## config.mk

```make
export PLATFORM = sky130hd
export DESIGN_NAME = dbg_trig_unit
export DESIGN_NICKNAME = d
export VERILOG_FILES = /design/src/rtl/dbg_trig_pkg.sv /design/src/rtl/dbg_trig_cmp.sv /design/src/rtl/dbg_trig_seq.sv /design/src/rtl/dbg_trig_regs.sv /design/src/rtl/dbg_trig_unit.sv
export SDC_FILE = /design/constraint.sdc
export NUM_CORES = 1
export LEC_CHECK = 0
export BUFFER_PORTS_ARGS = -buffer_cell sky130_fd_sc_hd__buf_2
export CORE_UTILIZATION = 45
export CTS_BUF_LIST = sky130_fd_sc_hd__clkbuf_16
export CTS_CLUSTER_SIZE = 8
export DETAILED_ROUTE_END_ITERATION = 8
export PLACE_DENSITY_LB_ADDON = 0.12
export SLEW_MARGIN = 30
export SYNTH_ARGS = -nofsm -noshare
export SYNTH_HDL_FRONTEND = slang
export SYNTH_SLANG_ARGS = --single-unit
```

## constraint.sdc

```tcl
create_clock -name clk -period 2.7 [get_ports clk]
set_clock_uncertainty 0.2 [all_clocks]
set_input_delay 0.135 -clock clk [delete_from_list [all_inputs] [get_ports clk]]
set_output_delay 0.135 -clock clk [all_outputs]
set_load 0.1 [all_outputs]
```

## src/rtl/dbg_trig_pkg.sv

```systemverilog
package dbg_trig_pkg;

  localparam logic [3:0] MD_A_ONLY      = 4'd0;
  localparam logic [3:0] MD_A_OR_B      = 4'd1;
  localparam logic [3:0] MD_A_THEN_B    = 4'd2;
  localparam logic [3:0] MD_EVT_B       = 4'd3;
  localparam logic [3:0] MD_A_THEN_EVTB = 4'd4;
  localparam logic [3:0] MD_A_AND_D     = 4'd5;
  localparam logic [3:0] MD_A_AND_NOT_D = 4'd6;
  localparam logic [3:0] MD_INSIDE      = 4'd7;
  localparam logic [3:0] MD_OUTSIDE     = 4'd8;

  // Per-cycle comparator results
  typedef struct packed {
    logic a;       // address == A
    logic b_addr;  // address == B
    logic b_evt;   // address, data and direction == B
    logic d_eq;    // data == B data
    logic in_rng;  // A <= address <= B
    logic out_rng; // address < A or address > B
    logic c;       // address == C
  } hits_t;

  // Reserved encodings fall back to A only
  function automatic logic [3:0] eff_mode(input logic [3:0] m);
    return (m > MD_OUTSIDE) ? MD_A_ONLY : m;
  endfunction

endpackage

```

## src/rtl/dbg_trig_cmp.sv

```systemverilog
module dbg_trig_cmp
  import dbg_trig_pkg::*;
#(
  parameter int AW = 16,
  parameter int DW = 8
) (
  input  logic          valid,
  input  logic          rw,
  input  logic [AW-1:0] addr,
  input  logic [DW-1:0] data,
  input  logic [AW-1:0] a_addr,
  input  logic [AW-1:0] b_addr,
  input  logic [DW-1:0] b_data,
  input  logic          b_rw,
  input  logic [AW-1:0] c_addr,
  output hits_t         hits
);

  logic eq_a, eq_b, eq_c, eq_d, ge_a, le_b;

  always_comb begin
    eq_a = (addr == a_addr);
    eq_b = (addr == b_addr);
    eq_c = (addr == c_addr);
    eq_d = (data == b_data);
    ge_a = (addr >= a_addr);
    le_b = (addr <= b_addr);

    hits.a       = valid & eq_a;
    hits.b_addr  = valid & eq_b;
    hits.b_evt   = valid & eq_b & eq_d & (rw == b_rw);
    hits.d_eq    = valid & eq_d;
    hits.in_rng  = valid & ge_a & le_b;
    hits.out_rng = valid & ~(ge_a & le_b);
    hits.c       = valid & eq_c;
  end

endmodule

```

## src/rtl/dbg_trig_seq.sv

```systemverilog
module dbg_trig_seq
  import dbg_trig_pkg::*;
#(
  parameter int MW = 4
) (
  input  logic          clk,
  input  logic          rst,
  input  logic          armed,
  input  logic          reg_wr,
  input  logic [MW-1:0] mode,
  input  hits_t         hits,
  output logic          fire,
  output logic          b_flag_hit,
  output logic          trig
);

  logic [3:0] em;
  logic       a_seen;
  logic       cond;
  logic       seq_mode;

  always_comb begin
    em       = eff_mode(mode[3:0]);
    seq_mode = (em == MD_A_THEN_B) || (em == MD_A_THEN_EVTB);
    cond       = 1'b0;
    b_flag_hit = hits.b_addr;
    case (em)
      MD_A_ONLY:      cond = hits.a;
      MD_A_OR_B:      cond = hits.a | hits.b_addr;
      MD_A_THEN_B:    cond = a_seen & hits.b_addr;
      MD_EVT_B: begin
        cond       = hits.b_evt;
        b_flag_hit = hits.b_evt;
      end
      MD_A_THEN_EVTB: begin
        cond       = a_seen & hits.b_evt;
        b_flag_hit = hits.b_evt;
      end
      MD_A_AND_D: begin
        cond       = hits.a & hits.d_eq;
        b_flag_hit = hits.d_eq;
      end
      MD_A_AND_NOT_D: begin
        cond       = hits.a & ~hits.d_eq;
        b_flag_hit = hits.d_eq;
      end
      MD_INSIDE:      cond = hits.in_rng;
      MD_OUTSIDE:     cond = hits.out_rng;
      default:        cond = hits.a;
    endcase
    fire = armed & ~reg_wr & cond;
  end

  always_ff @(posedge clk) begin
    if (rst) begin
      a_seen <= 1'b0;
      trig   <= 1'b0;
    end else begin
      trig <= fire;
      if (reg_wr || !armed || fire)
        a_seen <= 1'b0;
      else if (seq_mode && hits.a)
        a_seen <= 1'b1;
    end
  end


  trig_pulse_chk: assert property (@(posedge clk) disable iff (rst)
    trig |=> !trig);


  seq_mode_chk: assert property (@(posedge clk) disable iff (rst)
    a_seen |-> seq_mode);

endmodule

```

## src/rtl/dbg_trig_regs.sv

```systemverilog
module dbg_trig_regs #(
  parameter int MW = 4,
  parameter int RW = 8
) (
  input  logic          clk,
  input  logic          rst,
  input  logic          reg_wr,
  input  logic          reg_sel,
  input  logic [RW-1:0] reg_wdata,
  input  logic          a_hit,
  input  logic          b_hit,
  input  logic          c_hit,
  input  logic          fire,
  output logic          armed,
  output logic [MW-1:0] mode,
  output logic [RW-1:0] reg_rdata
);

  localparam int PAD = RW - MW - 4;

  logic af, bf, cf;

  always_ff @(posedge clk) begin
    if (rst) begin
      armed <= 1'b0;
      mode  <= '0;
      af    <= 1'b0;
      bf    <= 1'b0;
      cf    <= 1'b0;
    end else if (reg_wr) begin
      if (!reg_sel) begin
        mode <= reg_wdata[MW-1:0];
        af   <= 1'b0;
        bf   <= 1'b0;
        cf   <= 1'b0;
      end else begin
        armed <= reg_wdata[0];
        if (reg_wdata[0]) begin
          af <= 1'b0;
          bf <= 1'b0;
          cf <= 1'b0;
        end
      end
    end else if (armed) begin
      af <= af | a_hit;
      bf <= bf | b_hit;
      cf <= cf | c_hit;
      if (fire) armed <= 1'b0;
    end
  end

  always_ff @(posedge clk) begin
    if (rst)
      reg_rdata <= '0;
    else if (reg_sel)
      reg_rdata <= {{(RW-1){1'b0}}, armed};
    else
      reg_rdata <= {af, bf, cf, 1'b0, {PAD{1'b0}}, mode};
  end


  rsvd_zero_chk: assert property (@(posedge clk) disable iff (rst)
    !reg_sel |=> !reg_rdata[4]);


  flag_sticky_chk: assert property (@(posedge clk) disable iff (rst)
    (!reg_wr && (af || bf || cf)) |=> ((af || bf || cf)));


  idle_flags_chk: assert property (@(posedge clk) disable iff (rst)
    (!armed && !reg_wr) |=> $stable({af, bf, cf}));


  wr_clear_chk: assert property (@(posedge clk) disable iff (rst)
    (reg_wr && !reg_sel) |=> !(af || bf || cf));

endmodule

```

## src/rtl/dbg_trig_unit.sv

```systemverilog
module dbg_trig_unit
  import dbg_trig_pkg::*;
#(
  parameter int AW = 16,
  parameter int DW = 8,
  parameter int MW = 4,
  parameter int RW = 8
) (
  input  logic          clk,
  input  logic          rst,
  input  logic          reg_wr,
  input  logic          reg_sel,
  input  logic [RW-1:0] reg_wdata,
  output logic [RW-1:0] reg_rdata,
  input  logic          bus_valid,
  input  logic          bus_rw,
  input  logic [AW-1:0] bus_addr,
  input  logic [DW-1:0] bus_data,
  input  logic [AW-1:0] cmp_a_addr,
  input  logic [AW-1:0] cmp_b_addr,
  input  logic [DW-1:0] cmp_b_data,
  input  logic          cmp_b_rw,
  input  logic [AW-1:0] cmp_c_addr,
  output logic          trig
);

  hits_t         hits;
  logic          armed;
  logic          fire;
  logic          b_flag_hit;
  logic [MW-1:0] mode;

  dbg_trig_cmp #(.AW(AW), .DW(DW)) u_cmp (
    .valid  (bus_valid),
    .rw     (bus_rw),
    .addr   (bus_addr),
    .data   (bus_data),
    .a_addr (cmp_a_addr),
    .b_addr (cmp_b_addr),
    .b_data (cmp_b_data),
    .b_rw   (cmp_b_rw),
    .c_addr (cmp_c_addr),
    .hits   (hits)
  );

  dbg_trig_seq #(.MW(MW)) u_seq (
    .clk        (clk),
    .rst        (rst),
    .armed      (armed),
    .reg_wr     (reg_wr),
    .mode       (mode),
    .hits       (hits),
    .fire       (fire),
    .b_flag_hit (b_flag_hit),
    .trig       (trig)
  );

  dbg_trig_regs #(.MW(MW), .RW(RW)) u_regs (
    .clk       (clk),
    .rst       (rst),
    .reg_wr    (reg_wr),
    .reg_sel   (reg_sel),
    .reg_wdata (reg_wdata),
    .a_hit     (hits.a),
    .b_hit     (b_flag_hit),
    .c_hit     (hits.c),
    .fire      (fire),
    .armed     (armed),
    .mode      (mode),
    .reg_rdata (reg_rdata)
  );


  disarm_on_trig_chk: assert property (@(posedge clk) disable iff (rst)
    trig |-> !armed);


  no_fire_idle_chk: assert property (@(posedge clk) disable iff (rst)
    (!armed) |=> !trig);

endmodule

```

Word-level counts from Yosys, hierarchy flattened
Cells that the tools add are included.
{"block": "op_classes", "n_lt_le_gt_ge": 3, "reduce_logical": 12, "mux": 16, "bitwise_logic": 24, "eq_ne": 15}
{"cell": "$eq A16 B16 Y1", "n": 3}
{"cell": "$and A1 B1 Y1", "n": 16}
{"cell": "$eq A4 B3 Y1 const B", "n": 4}
{"cell": "$ge A16 B16 Y1", "n": 1}
{"cell": "$le A16 B16 Y1", "n": 1}
{"cell": "$mux W1", "n": 13}
{"cell": "$eq A4 B2 Y1 const B", "n": 2}
{"cell": "$eq A8 B8 Y1", "n": 1}
{"cell": "$pmux W1 S8", "n": 1}
{"cell": "$reduce_or A2 Y1", "n": 4}
{"cell": "$eq A4 B1 Y1 const B", "n": 1}
{"cell": "$eq A4 B4 Y1 const B", "n": 1}
{"cell": "$gt A4 B4 Y1 const B", "n": 1}
{"cell": "$mux W4", "n": 1}
{"cell": "$not A1 Y1", "n": 4}
{"cell": "$or A1 B1 Y1", "n": 4}
{"cell": "$reduce_and A2 Y1", "n": 2}
{"cell": "$logic_or A1 B1 Y1", "n": 3}
{"cell": "$ne A3 B2 Y1 const B", "n": 1}
{"cell": "$ne A2 B1 Y1 const B", "n": 1}
{"cell": "$pmux W1 S2", "n": 1}
{"cell": "$reduce_bool A2 Y1", "n": 1}
{"cell": "$eq A1 B1 Y1", "n": 1}
{"cell": "$logic_and A1 B1 Y1", "n": 1}
{"cell": "$logic_not A1 Y1", "n": 1}
{"block": "totals", "wordCells": 79, "out_inout_bits": 9, "regBits": 18}

Logic depth before layout (Yosys ltp)
{"block": "depth", "ltp_word": 10, "ltp_mapped": 10, "depth_no_buf": 10}

Cells and area by module
Synthesis repeated with hierarchy kept, for this count alone.
{"block": "unflattened", "cells_unflattened": 243, "hier_area_um2": 1944.4}
{"module": "dbg_trig_cmp", "instances": 1, "cells_each": 152, "area_per_inst_um2": 1127.3}
{"module": "dbg_trig_regs", "instances": 1, "cells_each": 50, "area_per_inst_um2": 516.7}
{"module": "dbg_trig_seq", "instances": 1, "cells_each": 41, "area_per_inst_um2": 300.3}

Worst setup path after synthesis
OpenSTA, ideal clock, no wires.
{"block": "synth_timing", "path_kind": "input to register", "start": "input cmp_a_addr[14]", "end": "register u_regs.armed", "required_time_ps": 2369, "path_buffers": 0, "setup_slack_ps": 533, "stages": 9, "arrival_time_ps": 1835, "setup_ps": 131, "path_cell_list": "inv_1 ha_1 a21oi_1 nand2_1 a221o_1 o32ai_1 mux2_2 a21oi_2 o221ai_2"}
{"block": "synth_between", "elab_chain_len": 9}
{"element": "start, declared", "line_no": "dbg_trig_unit.sv:19", "rtl": "input logic [AW-1:0] cmp_a_addr,"}
{"element": "$ge A16 B16 Y1", "line_no": "dbg_trig_cmp.sv:26", "rtl": "ge_a = (addr >= a_addr);"}
{"element": "$and A1 B1 Y1", "line_no": "dbg_trig_cmp.sv:34", "rtl": "hits.out_rng = valid & ~(ge_a & le_b);"}
{"element": "$not A1 Y1", "line_no": "dbg_trig_cmp.sv:34"}
{"element": "$and A1 B1 Y1", "line_no": "dbg_trig_cmp.sv:34"}
{"element": "$pmux W1 S8 (*)", "line_no": "dbg_trig_seq.sv:27", "rtl": "case (em)"}
{"element": "$and A1 B1 Y1 (*)", "line_no": "dbg_trig_seq.sv:51", "rtl": "fire = armed & ~reg_wr & cond;"}
{"element": "$mux W1 (*)", "line_no": "dbg_trig_regs.sv:48", "rtl": "if (fire) armed <= 1'b0;"}
{"element": "$mux W1 (*)", "line_no": "dbg_trig_regs.sv:44", "rtl": "end else if (armed) begin"}
{"element": "$mux W1 (*)", "line_no": "dbg_trig_regs.sv:30", "rtl": "end else if (reg_wr) begin"}
{"element": "end signal, assigned", "line_no": "dbg_trig_regs.sv:37", "rtl": "armed <= reg_wdata[0];"}
{"element": "end, declared", "line_no": "dbg_trig_regs.sv:14", "rtl": "output logic armed,"}
Mark *: on every way between the ends. The rest lies on a longest branch, timed or not.
A chain may end at the register's enable or synchronous reset.

Worst setup path in the final report
{"block": "layout_timing", "start": "input bus_addr[7]", "end": "register u_regs.armed"}
{"block": "layout_between", "elab_chain_len": 10}
{"element": "start, declared", "line_no": "dbg_trig_unit.sv:17", "rtl": "input logic [AW-1:0] bus_addr,"}
{"element": "branches (longest 5 deep; another with $ge A16 B16 Y1)"}
{"element": "$pmux W1 S8 (*)", "line_no": "dbg_trig_seq.sv:27"}
{"element": "$and A1 B1 Y1 (*)", "line_no": "dbg_trig_seq.sv:51"}
{"element": "$mux W1 (*)", "line_no": "dbg_trig_regs.sv:48"}
{"element": "$mux W1 (*)", "line_no": "dbg_trig_regs.sv:44"}
{"element": "$mux W1 (*)", "line_no": "dbg_trig_regs.sv:30"}
Every way passes the cells marked *.

==> run_results.csv <==
group,metric,value,unit
run_status,outcome,"completed",
setup_path,end_kind,"register",
worst_hold_path,hold_path_end,"u_regs.reg_rdata[0]",
timing,slew_viol_final,0,
grt,grtUsageTotal,20.2,%
setup_path,rr_worst_depth,5,
grt,grt-ovfl-total,0,
detailed_routing,dr.pass1.iters,4,
floorplan,die-area,4480,um^2
detailed_routing,num_vias,1924,
timing,min_period,2.24,ns
final_layout,nets,471,
clocking,clock_latency,0.24,ns
setup_path,crit_buf_inv,1,
yosys,synth-edff-count,0,
setup_path,worstPathArrival,2.17,ns
setup_path,cp-start-kind,"input port",
yosys,synth_top_area_share,21.1,%
yosys,synth.distinct_cells,43,
yosys,synth_flop_cell,"dfxtp_1",
final_layout,post-route-util,63.3,%
timing,fin_ws,0.455,ns
floorplan,fp.dieH,66.9,um
clocking,post_cts.repair.setup_buffers,0,
place,place_ws,0.220,ns
setup_path,crit_family,"simple AND/OR/NAND/NOR gates",
floorplan,core,4030,um^2
clocking,cts_num_sinks,17,
final_layout,stdcell_area,2550,um^2
floorplan,die_x,66.9,um
grt,antenna_found_initial,0,
grt,grt_pass1_wl,7110,um
setup_path,reg2reg_slack,0.84,ns
flow_run,cap_violations,0,
worst_hold_path,min_from,"rst",
timing,setup_viol,0,
detailed_routing,ant_nets,0,
worst_hold_path,hp-class,"input port to register",
yosys,ys_ff_latch,17,
final_layout,antenna_cells,0,
power_and_ir_drop,finalPower,841,uW
clocking,clock_path_buffers,2,
yosys,yosys_warnings,0,
timing,max_freq,0.446,GHz
timing,maxSlewHeadroom,65.7,%
clocking,post_cts_resized,0,
yosys,synth_fp_nets,370,
worst_hold_path,hold_depth,2,
detailed_routing,wire_per_inst,11.0,um
yosys,yosysSeqAreaShare,17.9,%
timing,totalNegativeSetupSlack,0,ns
power_and_ir_drop,p_leak,1.30,nW
clocking,clkTransAtPathRegs,0.05,ns
timing,post-route-period-util,83.1,%
power_and_ir_drop,power_density,330,nW/um^2
yosys,yosys.cell_count.top_type,"inv_1",
detailed_routing,via_per_inst,4.90,
setup_path,critPathKind,"input port to register",
place,place.gp.congestion,0.830,
yosys,yosys.area.top_type,"ha_1",
floorplan,start_util,47.1,%
setup_path,path_cells,"buf_2 > ha_1 > nand4_1 > nor4_2 > and2_1 > nor2b_1 > o32a_1 > o311a_1 > a21oi_2 > o221ai_2",
final_layout,fillerInstances,384,
yosys,async_flop_share,0,%
setup_path,critical_path_required,2.62,ns
yosys,synth.avg_cell_area,7.81,um^2
setup_path,r2r-end,"u_regs.armed",
floorplan,io_pins,104,
floorplan,num_rows,23,
setup_path,crit_fanout,3,
setup_path,regToRegStartpoint,"u_regs.mode[1]",
clocking,cts_inserted_buffers,3,
yosys,netlist_instances,243,
grt,grt_max_degree,14,
setup_path,crit_slowest_cell,"nor4_2",
clocking,htree_num_levels,1,
timing,rsz0062_at_grt,"no",
clocking,tritoncts,"built",
place,hpwl,3800,um
final_layout,area_growth_syn_to_layout,34.4,%
clocking,postCtsHoldBufs,5,
detailed_routing,wirelength,4330,um
grt,grt_pass1_vias,1781,
place,placed_cell_area,2420,um^2
detailed_routing,drtIter0Drc,52,
place,numPortBuffers,98,
timing,max_slew.worst_pin.slew,0.513,ns
final_layout,drive_above_1_share,32.1,%
power_and_ir_drop,ir_drop,0.000424,V
detailed_routing,drc,0,
clocking,root_buffer,"clkbuf_16",
setup_path,cpPeakStageDelay,0.36,ns
yosys,syn_area,1900,um^2
yosys,synth_common_cells,"35 x inv_1, 32 x ha_1, 19 x a21oi_1",
yosys,synth_area_leaders,"ha_1 21%, dfxtp_1 18%, xnor2_1 8.3%, inv_1 6.9%, a21oi_1 5.0%",
timing,hold_viol,0,
## sequential cells by signal, summed over array words and instances, names as in the netlist
| name | flops |
|---|---|
| u_regs.bf | 1 |
| u_seq.a_seen | 1 |
| u_seq.trig | 1 |
| u_regs.armed | 1 |
| u_regs.reg_rdata | 7 |
| u_regs.af | 1 |
| u_regs.cf | 1 |
| u_regs.mode | 4 |
## cell usage in the layout, fill, tap and decap left out, types with 2 or more instances in the layout
cell,n
buf_2,98
xnor2_1,18
mux2_2,2
clkbuf_16,3
and2_1,5
nand3_1,8
nor4_1,3
nand4_1,10
mux2i_1,4
ha_1,32
a21o_1,3
inv_1,35
o21ai_0,7
dlygate4sd3_1,5
nor2_1,15
a221o_1,2
nand2b_1,4
xor2_1,9
a21oi_1,19
nor3_1,7
nor2b_1,5
dfxtp_1,17
nand2_1,11
## per-stage QoR
stage	hold slack, ns	std cells
after floorplan	0.0737	243
after global placement	0.174	384
after detailed placement	0.175	384
after CTS	0.0152	393
after global routing	0.0320	393
final	0.0174	393
## area by class of cell
cell class	count	area [um^2]	area share (%)
timing repair buffer	103	541	21.2
tap	50	62.6	2.45
multi-input combinational	184	1400	54.7
clock buffer	3	75.1	2.94
clock inverter	1	5.00	0.196
inverter	35	131	5.15
sequential	17	340	13.3
## cells by family after synthesis
| family | synth area share, % |
|---|---|
| muxes | 3.30 |
| and+or+nand+nor | 21.5 |
| other | 0.198 |
| AOI/OAI and AO/OA | 15.0 |
| buffers and inverters | 8.51 |
| adders and majority gates | 21.1 |
| DFF | 17.9 |
| xor gates and xnor gates | 12.5 |
## metal layers
metal  vias to the layer above  wire length (um)  global-route usage, %
li1                       1047                 -                      -
met1                       815              2120                   27.1
met2                        62              1940                   35.1
met3                         0               274                   3.42
met4                         0                 0                  0.798
met5                         -                 0                      0
## worst max-delay path by stage
stage,cells after the start,end,slack [ns],start
floorplan,9,u_regs.armed,0.53,cmp_a_addr[14]
global placement,10,u_regs.armed,0.22,bus_addr[7]
CTS,10,u_regs.armed,0.47,bus_addr[7]
finish,10,u_regs.armed,0.46,bus_addr[7]
detailed placement,10,u_regs.armed,0.22,bus_addr[7]
global route,10,u_regs.armed,0.31,bus_addr[7]
## where the power goes
group | switching (mW) | internal, mW
clock network | 0.0896 | 0.198
logic | 0.148 | 0.142
registers | 0.00682 | 0.256
Note: power is estimated with default switching activity, not from simulation.
